$ cat config.mk
export PLATFORM = sky130hd
export DESIGN_NAME = ecb_top
export DESIGN_NICKNAME = d
export VERILOG_FILES = /design/src/rtl/ecb_pkg.sv /design/src/rtl/ecb_phase.sv /design/src/rtl/ecb_edge_pend.sv /design/src/rtl/ecb_serial_lane.sv /design/src/rtl/ecb_top.sv
export SDC_FILE = /design/constraint.sdc
export NUM_CORES = 1
export LEC_CHECK = 0
export BUFFER_PORTS_ARGS = -buffer_cell sky130_fd_sc_hd__buf_2
export CORE_MARGIN = 2
export CORE_UTILIZATION = 60
export DETAILED_ROUTE_END_ITERATION = 8
export PLACE_DENSITY = 0.76
export SLEW_MARGIN = 20
export SYNTH_ARGS = -nofsm -noshare
export SYNTH_HDL_FRONTEND = slang
export SYNTH_SLANG_ARGS = --single-unit
$ cat constraint.sdc
create_clock -name clk -period 14.55 [get_ports clk]
set_clock_uncertainty 0.15 [all_clocks]
set_input_delay 1.455 -clock clk [delete_from_list [all_inputs] [get_ports clk]]
set_output_delay 1.455 -clock clk [all_outputs]
set_load 0.02 [all_outputs]
$ cat src/rtl/ecb_pkg.sv
package ecb_pkg;

    // result of one serial add step
    typedef struct packed {
        logic sum;
        logic cout;
    } ecb_bit_t;

    function automatic ecb_bit_t ecb_add_bit(input logic a, input logic c);
        ecb_bit_t r;
        r.sum  = a ^ c;
        r.cout = a & c;
        return r;
    endfunction

    // number of byte lanes needed for a count width
    function automatic int ecb_bytes(input int w);
        return (w + 7) / 8;
    endfunction

    // lane select width: count lanes plus one status lane
    function automatic int ecb_lane_bits(input int w);
        return $clog2(ecb_bytes(w) + 1);
    endfunction

endpackage

$ cat src/rtl/ecb_phase.sv
module ecb_phase #(
    parameter int CNT_W = 24
) (
    input  logic clk,
    input  logic rst,
    output logic first_o,
    output logic last_o
);
    localparam int PH_W = $clog2(CNT_W);

    logic [PH_W-1:0] ph_q;

    always_ff @(posedge clk) begin
        if (rst)                           ph_q <= '0;
        else if (32'(ph_q) == CNT_W - 1)   ph_q <= '0;
        else                               ph_q <= ph_q + 1'b1;
    end

    assign first_o = (ph_q == '0);
    assign last_o  = (32'(ph_q) == CNT_W - 1);

    // word boundaries recur, last bit is always followed by first
    p_phase_wrap_r6: assert property (@(posedge clk) disable iff (rst)
        last_o |=> first_o);
    p_phase_range_r6: assert property (@(posedge clk) disable iff (rst)
        32'(ph_q) < CNT_W);

endmodule

$ cat src/rtl/ecb_edge_pend.sv
module ecb_edge_pend (
    input  logic clk,
    input  logic rst,
    input  logic evt_async,
    input  logic first,
    output logic pend_o
);
    logic [2:0] sync_q;
    logic       rise;
    logic       pend_q;

    always_ff @(posedge clk) begin
        if (rst) sync_q <= '0;
        else     sync_q <= {sync_q[1:0], evt_async};
    end

    assign rise = sync_q[1] & ~sync_q[2];

    always_ff @(posedge clk) begin
        if (rst) pend_q <= 1'b0;
        else     pend_q <= rise | (pend_q & ~first);
    end

    assign pend_o = pend_q;

    // an edge is never dropped before it is consumed
    p_edge_pend_r2: assert property (@(posedge clk) disable iff (rst)
        rise |=> pend_o);
    // a steady level creates no new pending event
    p_level_quiet_r9: assert property (@(posedge clk) disable iff (rst)
        (first && $stable(sync_q[2]) && sync_q[2] && sync_q[1]) |=> !pend_o);

endmodule

$ cat src/rtl/ecb_serial_lane.sv
module ecb_serial_lane
    import ecb_pkg::*;
#(
    parameter int CNT_W = 24
) (
    input  logic             clk,
    input  logic             rst,
    input  logic             first,
    input  logic             last,
    input  logic             inc,
    input  logic             ovf_clr,
    output logic [CNT_W-1:0] word_o,
    output logic             ovf_o
);
    logic [CNT_W-1:0] sr_q;
    logic             cy_q;
    logic             ovf_q;
    ecb_bit_t         step;

    // carry-in at bit 0 is the pending event, elsewhere the carry flop
    always_comb step = ecb_add_bit(sr_q[0], first ? inc : cy_q);

    always_ff @(posedge clk) begin
        if (rst) begin
            sr_q  <= '0;
            cy_q  <= 1'b0;
            ovf_q <= 1'b0;
        end else begin
            sr_q  <= {step.sum, sr_q[CNT_W-1:1]};
            cy_q  <= step.cout;
            ovf_q <= (ovf_q & ~ovf_clr) | (last & step.cout);
        end
    end

    assign word_o = sr_q;
    assign ovf_o  = ovf_q;

    // carry out of the top bit must leave the wrap flag set
    p_wrap_flag_r4: assert property (@(posedge clk) disable iff (rst)
        (last && step.cout) |=> ovf_o);
    // a status read clears the flag when no wrap coincides
    p_flag_clear_r5: assert property (@(posedge clk) disable iff (rst)
        (ovf_clr && !(last && step.cout)) |=> !ovf_o);
    // without a pending event the word at a boundary is unchanged a word later
    p_idle_word_r3: assert property (@(posedge clk) disable iff (rst)
        (first && !inc) |=> (sr_q[CNT_W-1] == $past(sr_q[0])));

endmodule

$ cat src/rtl/ecb_top.sv
module ecb_top
    import ecb_pkg::*;
#(
    parameter int NUM_CH = 16,
    parameter int CNT_W  = 24
) (
    input  logic                            clk,
    input  logic                            rst,
    input  logic [NUM_CH-1:0]               evt_i,
    input  logic                            snap_req_i,
    output logic                            snap_done_o,
    input  logic [$clog2(NUM_CH)-1:0]       rd_ch_i,
    input  logic [ecb_lane_bits(CNT_W)-1:0] rd_lane_i,
    input  logic                            rd_stb_i,
    output logic [7:0]                      rd_data_o
);
    localparam int NBYTES = ecb_bytes(CNT_W);
    localparam int LANE_W = ecb_lane_bits(CNT_W);
    localparam int STAT   = (1 << LANE_W) - 1;

    logic                first, last;
    logic [NUM_CH-1:0]   pend, ovf, ovf_clr;
    logic [CNT_W-1:0]    word [NUM_CH];
    logic [CNT_W-1:0]    hold_q [NUM_CH];
    logic                snap_pend_q, do_snap, done_q;
    logic                stat_rd;
    logic [CNT_W-1:0]    sel_word, shifted;
    logic [7:0]          rd_byte;

    ecb_phase #(.CNT_W(CNT_W)) phase_i (
        .clk(clk), .rst(rst), .first_o(first), .last_o(last)
    );

    assign stat_rd = rd_stb_i && (32'(rd_lane_i) == STAT);

    for (genvar gi = 0; gi < NUM_CH; gi++) begin : g_ch
        ecb_edge_pend edge_i (
            .clk(clk), .rst(rst), .evt_async(evt_i[gi]),
            .first(first), .pend_o(pend[gi])
        );

        assign ovf_clr[gi] = stat_rd && (32'(rd_ch_i) == gi);

        ecb_serial_lane #(.CNT_W(CNT_W)) lane_i (
            .clk(clk), .rst(rst), .first(first), .last(last),
            .inc(pend[gi]), .ovf_clr(ovf_clr[gi]),
            .word_o(word[gi]), .ovf_o(ovf[gi])
        );

        always_ff @(posedge clk) begin
            if (rst)          hold_q[gi] <= '0;
            else if (do_snap) hold_q[gi] <= word[gi];
        end

        // holding value moves only at a capture, flagged by the done pulse
        p_hold_stable_r7: assert property (@(posedge clk) disable iff (rst)
            !snap_done_o |-> $stable(hold_q[gi]));
    end

    // snapshot: request is remembered until the next word boundary
    assign do_snap = first && (snap_pend_q || snap_req_i);

    always_ff @(posedge clk) begin
        if (rst) begin
            snap_pend_q <= 1'b0;
            done_q      <= 1'b0;
        end else begin
            snap_pend_q <= (snap_pend_q || snap_req_i) && !do_snap;
            done_q      <= do_snap;
        end
    end

    assign snap_done_o = done_q;

    // read path
    always_comb begin
        sel_word = '0;
        if (32'(rd_ch_i) < NUM_CH) sel_word = hold_q[rd_ch_i];
        shifted = sel_word >> (32'(rd_lane_i) * 8);
        if (32'(rd_lane_i) < NBYTES)
            rd_byte = shifted[7:0];
        else if (32'(rd_lane_i) == STAT && 32'(rd_ch_i) < NUM_CH)
            rd_byte = {7'b0, ovf[rd_ch_i]};
        else
            rd_byte = 8'h00;
    end

    always_ff @(posedge clk) begin
        if (rst)           rd_data_o <= 8'h00;
        else if (rd_stb_i) rd_data_o <= rd_byte;
    end

    // a done pulse only follows a word boundary and lasts one clock
    p_snap_align_r6: assert property (@(posedge clk) disable iff (rst)
        snap_done_o |-> $past(first));
    p_snap_pulse_r6: assert property (@(posedge clk) disable iff (rst)
        snap_done_o |=> !snap_done_o);
    // read data holds without a strobe
    p_rd_hold_r8: assert property (@(posedge clk) disable iff (rst)
        !rd_stb_i |=> $stable(rd_data_o));

endmodule

# After elaboration in Yosys (flattened, before gate mapping)
# Memory sizes are Yosys's and may differ from the RTL's.
# Index checks and enable logic that the tools add are counted.
dict set report totals {
  regBits 495
  ram_bits 384
  inputBits 26
  output_inout_bits 9
  wordCells 348
  n_memories 1
}
# name words width read_ports rd_ports_with_merged_regs wr line
set memory_table {}
lappend memory_table {hold_q 16 24 1 0 16 ecb_top.sv:24} ;# logic [CNT_W-1:0] hold_q [NUM_CH];
dict set report op_classes {
  addsub 1
  order_cmp 2
  n_eq_ne 17
  n_shift 1
  n_mux 41
  bitwise_logic 177
  reduce_logical 24
}
# operator n
set op_table {}
lappend op_table {{24-bit 2-to-1 mux} 16}
lappend op_table {{1-bit AND} 80}
lappend op_table {{1-bit OR} 48}
lappend op_table {{1-bit NOT} 33}
lappend op_table {{4-bit == test (second input constant)} 8}
lappend op_table {{24-bit by 5-bit >> shifter with 8-bit output} 1}
lappend op_table {{1-bit 2-to-1 mux} 23}
lappend op_table {{1-bit logical AND} 19}
lappend op_table {{4-bit by 3-bit == test with 1-bit output (second input constant)} 4}
lappend op_table {{1-bit bitwise XOR} 16}
lappend op_table {{4-bit by 2-bit == test with 1-bit output (second input constant)} 2}
lappend op_table {{8-bit 2-to-1 mux} 1}
lappend op_table {{5-bit by 1-bit adder with 5-bit output (second input constant)} 1}
lappend op_table {{5-bit == test (second input constant)} 1}
lappend op_table {{5-bit zero test} 1}
lappend op_table {{4-bit by 5-bit < comparator with 1-bit output (second input constant)} 1}
lappend op_table {{1-bit binary-select mux with 4-bit select} 1}
lappend op_table {{4-bit by 1-bit == test with 1-bit output (second input constant)} 1}
lappend op_table {{4-bit zero test} 1}
lappend op_table {{2-bit == test (second input constant)} 1}
lappend op_table {{2-bit < comparator (second input constant)} 1}
lappend op_table {{2-bit OR reduction} 1}
lappend op_table {{1-bit zero test} 1}
lappend op_table {{1-bit logical OR} 1}

# Longest topological paths before layout
# Gate-level depths: netlist of run 1.
dict set report logic_depth {
  ltp_word 6
  mapped_depth 10
  depth_no_buf 8
}

# Cells and area by module
# A second synthesis of run 1 with hierarchy kept.
dict set report hier_totals {
  hier_cells 2257
  hier_area_um2 31951.9
}
# module instances cells_each area_per_inst_um2 seq_area_each_um2
set modules_own_cells {}
lappend modules_own_cells {ecb_top 1 1147 17890.9 11731.3}
lappend modules_own_cells {ecb_serial_lane 16 58 733.2 520.5}
lappend modules_own_cells {ecb_edge_pend 16 10 130.1 80.1}
lappend modules_own_cells {ecb_phase 1 22 247.7 100.1}

# Worst setup path before layout of run 1
# OpenSTA, ideal clock, no wires.
dict set report synth_timing {
  path_kind {input -> register}
  from {input port rst}
  to {memory hold_q[0][0] (enable)}
  setup_time_ps 817
  arrival_time_ps 11607
  t_required_ps 13583
  path_slack_ps 1976
  path_stages 5
  n_path_buf 4
  path_cell_list {clkbuf_1 > clkbuf_1 > clkbuf_1 > clkbuf_1 > nand2b_1}
}
# element line
set synth_lines {}
lappend synth_lines {{start: declaration} ecb_top.sv:8} ;# input logic rst,
lappend synth_lines {{end: declaration} ecb_top.sv:24}

# Worst setup path in the final report of run 1
dict set report layout_timing {
  from {input port rd_ch_i[0]}
  to {register rd_data_o[6]}
}
dict set report layout_via {
  elab_chain_len 3
}
# element line
set layout_rtl {}
lappend layout_rtl {{start: declaration} ecb_top.sv:12} ;# input logic [$clog2(NUM_CH)-1:0] rd_ch_i,
lappend layout_rtl {{memory 16 x 24 bit} -}
lappend layout_rtl {{24-bit by 5-bit >> shifter with 8-bit output} ecb_top.sv:79} ;# shifted = sel_word >> (32'(rd_lane_i) * 8);
lappend layout_rtl {{8-bit 2-to-1 mux} ecb_top.sv:80} ;# if (32'(rd_lane_i) < NBYTES)
lappend layout_rtl {{end signal: assignment} ecb_top.sv:90} ;# else if (rd_stb_i) rd_data_o <= rd_byte;
lappend layout_rtl {{end: declaration} ecb_top.sv:15} ;# output logic [7:0] rd_data_o
# No other way between the ends.
# A chain may end at the register's enable or synchronous reset.

==> run_results.csv, run 1 <==
group,metric,value,unit
outcome,status,"finished, final reports clean",
sta,fin_crit_sh,31.3,%
route,first_pass_iters,5,
pwr,leakagePower,12.9,nW
setup_path,timing.rr.start,"phase_i.ph_q[0]",
synth,ys_seq_area_share,68.1,%
cells_and_area,antenna_cells,0,
clocking,numClockSinks,879,
route,num_vias,16449,
setup_path,crit_chain,"buf_6, buf_4, buf_4, mux4_1, a22o_1, a221oi_2, o21ai_1, a221o_1",
cells_and_area,nNetsFinal,2330,
clocking,cts_max_path_buffers,3,
pwr,power_density,148,nW/µm²
setup_path,crit_cells,8,
grt,grt_pass1_wl,95.0,mm
synth,syn_area_per_cell,13.8,µm²
placement,place_area,32100,µm²
setup_path,cpMostUsedCell,"buf_4",
floorplanning,pin_count,35,
setup_path,crit_family,"buffers and inverters",
grt,grt_usage,23.1,%
sta,hold_violations,0,
setup_path,worstSetupPathType,"in -> reg",
setup_path,critical-path-max-stage-delay,0.79,ns
grt,first_global_vias,16710,
grt,grt_max_degree,197,
cells_and_area,drive_gt1_share,11.7,%
cells_and_area,post-route-util,67.5,%
placement,dp_hpwl,37.5,mm
setup_path,required,14.90,ns
route,drt.antenna.violating_nets,0,
clocking,cts_tree,"yes",
setup_path,cp-end-kind,"register",
floorplanning,die_w,233,µm
setup_path,start_kind,"input port",
synth,ys_types,56,
grt,antenna_found_initial,3,
clocking,tritoncts.num_buffers,84,
setup_path,r2r_slack,10.59,ns
grt,grt_overflow_total,0,
sta,setup_violations,0,
placement,io_buffer_count,34,
route,drc,0,
job,maxCapViolCount,0,
clocking,clockRootBuffer,"clkbuf_16",
pwr,finalPower,0.00515,W
clocking,postCtsHoldBufs,0,
setup_path,r2r-end,"hold_q[15][18]",
setup_path,startpoint,"rd_ch_i[0]",
synth,post-synth-top-area-cell,"edfxtp_1",
clocking,path_clk_slew,0.06,ns
placement,gp_congestion,0.852,
synth,yosys-top-cells-area,"edfxtp_1 37%, dfxtp_1 31%, nor2b_1 17%, mux4_2 5.6%, clkbuf_1 1.4%",
clocking,cts.htree.levels,3,
pwr,ir_worst_vdd,116,µV
route,avgRoutedWirePerCell,20.1,µm
synth,dominantRegCellSynth,"dfxtp_1",
clocking,clk_latency,0.62,ns
sta,tns,0,ns
floorplanning,die_y,233,µm
sta,slew_violations,0,
sta,slew_headroom,16.7,%
clocking,post_cts_resized,0,
cells_and_area,synthToLayoutAreaGrowth,10.7,%
setup_path,crit_fanout,50,
worst_hold_path,hp-class,"reg -> reg",
setup_path,crit_arrival,4.91,ns
synth,synth_cells,2287,
setup_path,cp_num_buf_inv,3,
cells_and_area,fin_area,34900,µm²
floorplanning,core,51600,µm²
synth,ys.warnings.count,0,
route,routed_via_density,5.42,
setup_path,slowest_stage,"buf_4",
floorplanning,std_cell_rows,83,
sta,layout_min_cycle_time,4.56,ns
synth,synth_edf_count,384,
sta,max_freq,220,MHz
floorplanning,die_area,54400,µm²
route,drt_iter0_markers,1527,
synth,synthesis.nets,2331,
route,wl,61.0,mm
synth,yosysTopAreaCellShare,36.6,%
synth,synth_area,31500,µm²
sta,layout_setup_ws,9.99,ns
synth,yosysMostFrequentCell,"nor2b_1",
clocking,cts_setup_buffers,0,
synth,async_flop_share,0,%
synth,synth-seq-cells,879,
sta,grt_setup_unrepaired,"false",
synth,netlist_top_cells_count,"835 x nor2b_1, 495 x dfxtp_1, 384 x edfxtp_1, 117 x clkbuf_1, 84 x nand2_1",
setup_path,endpoint,"rd_data_o[6]",
sta,worstMarginPinSlew,1.25,ns
floorplanning,initial_core_util,61.0,%
setup_path,rr_worst_depth,7,
placement,dp_slack,9.28,ns
## metrics by stage
step                std cells  hold slack (ns)
global route             3035            0.296
CTS                      3034            0.287
global placement         2879            0.269
detailed placement       2879            0.273
finish                   3035            0.286
floorplan                2287            0.264
## kinds of logic after synthesis
| logic type | Yosys count | share of synthesized area (%) |
|---|---|---|
| compound gates | 122 | 2.57 |
| xor+xnor | 2 | 0.0556 |
| fa+ha+maj | 18 | 0.715 |
| buf+inv | 144 | 2.07 |
| flops | 879 | 68.1 |
| mux | 117 | 7.36 |
| simple gates | 1005 | 19.2 |
## layout make-up
cell class / instances / area [µm²]
clock buffers: 135 / 2530
inverters: 6 / 22.5
flip-flops and latches: 879 / 21400
fillers: 3544 / 16800
clock inverters: 20 / 255
multi-input cells: 1264 / 9430
repair buffers: 51 / 330
well taps: 680 / 851
## layer usage
layer,track usage [%],wire length (µm),vias to the layer above
met1,31.1,26600,8151
met5,0,21,-
met2,38.4,29900,396
li1,-,-,7790
met4,7.66,1760,4
met3,3.86,2790,108
## state kept, by name, summed over array words and instances, names as in the netlist
register	cells
snap_pend_q	1
rd_data_o	8
g_ch.edge_i.sync_q	48
g_ch.lane_i.cy_q	16
snap_done_o	1
g_ch.lane_i.word_o	384
hold_q	384
g_ch.edge_i.pend_o	16
phase_i.ph_q	5
g_ch.lane_i.ovf_o	16
## placed cells by master, fill, tap and decap left out, types with 4 or more instances in the layout
master and n:
buf_4 15, clkinv_2 7, inv_1 6, a211oi_1 9
a22o_1 7, mux4_1 9, nand2_1 84, nor3_1 6
edfxtp_1 384, mux4_2 79, clkbuf_16 86, clkbuf_8 19
mux2i_1 19, a22oi_1 10, nor2b_1 835, clkbuf_1 30
dfxtp_1 495, a221o_1 4, nor2_1 26, a221oi_1 4
inv_6 5, mux2_2 10, o21ai_0 16, o22ai_1 5
ha_1 18, bufinv_16 5, nand3_1 9, o221ai_1 5
a21oi_1 42, a31oi_1 4, buf_2 32, and2_1 21
## worst min-delay path by stage
stage / from / endpoint / slack (ns) / cells past startpoint
6_report: g_ch[9].edge_i.sync_q[0] / g_ch[9].edge_i.sync_q[1] / 0.29 / 1
5_1_grt: g_ch[0].edge_i.sync_q[0] / g_ch[0].edge_i.sync_q[1] / 0.30 / 1
3_5_place_dp: g_ch[0].edge_i.sync_q[0] / g_ch[0].edge_i.sync_q[1] / 0.27 / 1
2_1_floorplan: g_ch[0].edge_i.sync_q[0] / g_ch[0].edge_i.sync_q[1] / 0.26 / 1
4_1_cts: g_ch[0].edge_i.sync_q[0] / g_ch[0].edge_i.sync_q[1] / 0.29 / 1
3_3_place_gp: g_ch[5].edge_i.sync_q[0] / g_ch[5].edge_i.sync_q[1] / 0.27 / 1
## where the power goes
part           switching, W  internal, W
registers         0.0000295      0.00268
logic              0.000184    0.0000785
clock network      0.000893      0.00128
Note: power is estimated with default switching activity, not from simulation.
==> run 2: changes to the inputs <==
--- a/config.mk
+++ b/config.mk
@@ -5,11 +5,12 @@
 export SDC_FILE = /design/constraint.sdc
 export NUM_CORES = 1
 export LEC_CHECK = 0
+export ABC_AREA = 1
 export BUFFER_PORTS_ARGS = -buffer_cell sky130_fd_sc_hd__buf_2
 export CORE_MARGIN = 2
-export CORE_UTILIZATION = 60
+export CORE_UTILIZATION = 56
 export DETAILED_ROUTE_END_ITERATION = 8
-export PLACE_DENSITY = 0.76
+export PLACE_DENSITY = 0.75
 export SLEW_MARGIN = 20
 export SYNTH_ARGS = -nofsm -noshare
 export SYNTH_HDL_FRONTEND = slang
==> constraint.sdc (replaced) <==
create_clock -name clk -period 3.76 [get_ports clk]
set_clock_uncertainty 0.15 [all_clocks]
set_input_delay 0.376 -clock clk [delete_from_list [all_inputs] [get_ports clk]]
set_output_delay 0.376 -clock clk [all_outputs]
set_load 0.02 [all_outputs]
==> run 2 against run 1 <==
Net effect: cell count is 42% higher; critical endpoint is now hold_q[4][14]; highest routed layer unchanged; worst setup slack got worse by 8.9 ns; largest power group unchanged; non-clock buffer count rose by 45; synthesized cell count increased by 51%.
==> run_results.csv, run 2 <==
group,metric,value,unit
clocking,clk_latency,0.63,ns
sta,slew_headroom,35.5,%
synth,synth-seq-cells,879,
sta,worstMarginPinSlew,0.968,ns
placement,dp_slack,1.09,ns
pwr,ir_worst_vdd,414,µV
clocking,clockRootBuffer,"clkbuf_16",
setup_path,required,3.86,ns
placement,gp_congestion,0.812,
cells_and_area,drive_gt1_share,6.03,%
grt,grt_usage,23.9,%
floorplanning,die_y,242,µm
placement,dp.cells,4132,
cells_and_area,layout_commonest_cell,"nor2_1",
synth,dominantRegCellSynth,"dfxtp_1",
synth,synth_area,31800,µm²
synth,yosysTopAreaCellShare,36.2,%
floorplanning,std_cell_rows,87,
floorplanning,initial_core_util,56.6,%
worst_hold_path,hp-class,"in -> reg",
placement,dp_hpwl,40.9,mm
route,avgRoutedWirePerCell,16.2,µm
setup_path,crit_fanout,90,
grt,first_global_vias,20805,
grt,grt_pass1_wl,111,mm
grt,grt_overflow_total,0,
synth,yosysMostFrequentCell,"nor2_1",
synth,syn_area_per_cell,9.19,µm²
route,routed_via_density,4.97,
pwr,finalPower,0.0198,W
route,drt_iter0_markers,2197,
sta,grt_setup_unrepaired,"false",
sta,tns,0,ns
floorplanning,die_w,242,µm
cells_and_area,fin_cells,4308,
cells_and_area,nNetsFinal,3525,
synth,synthesis.nets,3506,
pwr,power_density,557,nW/µm²
floorplanning,die_area,58800,µm²
route,drt.antenna.violating_nets,0,
sta,slew_violations,0,
pwr,leakagePower,14.1,nW
synth,netlist_top_cells_count,"905 x nor2_1, 816 x nand2_1, 496 x inv_1, 495 x dfxtp_1, 384 x edfxtp_1",
placement,io_buffer_count,34,
sta,layout_setup_ws,1.11,ns
clocking,path_clk_slew,0.06,ns
setup_path,crit_arrival,2.76,ns
synth,async_flop_share,0,%
clocking,cts.htree.levels,3,
route,drc,0,
synth,synth_cells,3462,
synth,yosys-top-cells-area,"edfxtp_1 36%, dfxtp_1 31%, nor2_1 11%, nand2_1 9.6%, inv_1 5.8%",
clocking,tritoncts.num_buffers,85,
synth,ys.warnings.count,0,
clocking,post_cts_resized,0,
sta,max_freq,377,MHz
sta,layout_min_cycle_time,2.65,ns
route,num_vias,21426,
synth,ys_types,26,
grt,grt_max_degree,193,
synth,ys_seq_area_share,67.4,%
setup_path,worstSetupPathType,"reg -> reg",
setup_path,start_kind,"register",
grt,antenna_found_initial,3,
floorplanning,pin_count,35,
setup_path,cp-end-kind,"register",
synth,post-synth-top-area-cell,"edfxtp_1",
route,wl,69.7,mm
clocking,cts_tree,"yes",
floorplanning,core,56300,µm²
clocking,cts_max_path_buffers,3,
clocking,numClockSinks,879,
sta,setup_violations,0,
synth,synth_edf_count,384,
outcome,status,"finished, final reports clean",
cells_and_area,nFillCells,4410,
sta,hold_violations,0,
cells_and_area,synthToLayoutAreaGrowth,11.8,%
route,first_pass_iters,5,
cells_and_area,mostFrequentLayoutCells,"904 x nor2_1, 815 x nand2_1, 496 x inv_1",
job,maxCapViolCount,0,
sta,fin_crit_sh,70.6,%
cells_and_area,post-route-util,63.2,%
-- run 2: cell families (layout without fill, tap and decap cells) --
| group | after synthesis | count (layout) | share of synthesized area, % |
|---|---|---|---|
| AO/OA/AOI/OAI | 99 | 99 | 1.89 |
| XOR/XNOR | 1 | 1 | 0.0275 |
| adder cells (fa/ha/maj) | 18 | 18 | 0.708 |
| buffers and inverters | 668 | 757 | 8.34 |
| flip-flops | 879 | 879 | 67.4 |
| other | 0 | 1 | 0 |
| AND/OR/NAND/NOR | 1797 | 1797 | 21.7 |
-- run 2: path summary, 6_finish.rpt --
check | slack (ns) | startpoint | end | cells past startpoint
hold / removal | 0.10 | rd_stb_i | rd_data_o[0] | 4
setup / recovery | 1.11 | phase_i.ph_q[0] | hold_q[4][14] | 9
setup reg to reg | 1.11 | phase_i.ph_q[0] | hold_q[4][14] | 9
hold reg to reg | 0.25 | g_ch[11].edge_i.sync_q[0] | g_ch[11].edge_i.sync_q[1] | 2
-- run 2: timing repair --
action	in CTS	in global routing
endpoints found under the hold margin	62	0
hold buffers	18	0
setup buffers	0	0
-- run 2: critical path: stages, from the launching register on --
cell	delay, ns
dfxtp_1	0.33
inv_1	0.06
ha_1	0.14
nand2_1	0.06
nor3_2	0.14
inv_2	0.05
nor2_1	0.16
inv_2	0.19
nand2_8	0.44
buf_12	0.45
-- run 2: layout make-up --
cell class	instances	area, µm²	share of cell area [%]
sequential	879	21400	60.3
multi-input combinational	1915	7750	21.8
clock buffer	127	2410	6.77
inverter	504	1900	5.34
tap	756	946	2.66
timing repair buffer	96	843	2.37
clock inverter	30	288	0.809
antenna	1	2.50	0.00703
-- run 2: where the power goes --
part	internal, W	leakage, nW	total [W]	switching [W]
clock network	0.00473	1.32	0.00826	0.00353
registers	0.0104	8.12	0.0105	0.000116
logic	0.000259	4.68	0.00108	0.000824
-- run 2: per-stage QoR --
| stage | cell area [µm²] | hold WS (ns) |
|---|---|---|
| 6_report | 35600 | 0.104 |
| 5_1_grt | 35600 | 0.124 |
| 4_1_cts | 35600 | 0.0601 |
| 3_5_place_dp | 32700 | 0.245 |
| 3_3_place_gp | 32700 | 0.240 |
| 2_1_floorplan | 31800 | 0.238 |
-- run 2: routing by layer --
layer  track usage [%]  share of wire [%]  vias up  wire length [µm]
li1                  -                  -    10522                 -
met1              32.0                 42    10075             29400
met2              38.1                 46      674             32400
met3              4.23                7.2      153              4990
met4              11.1                4.1        2              2870
met5                 0              0.019        -                13
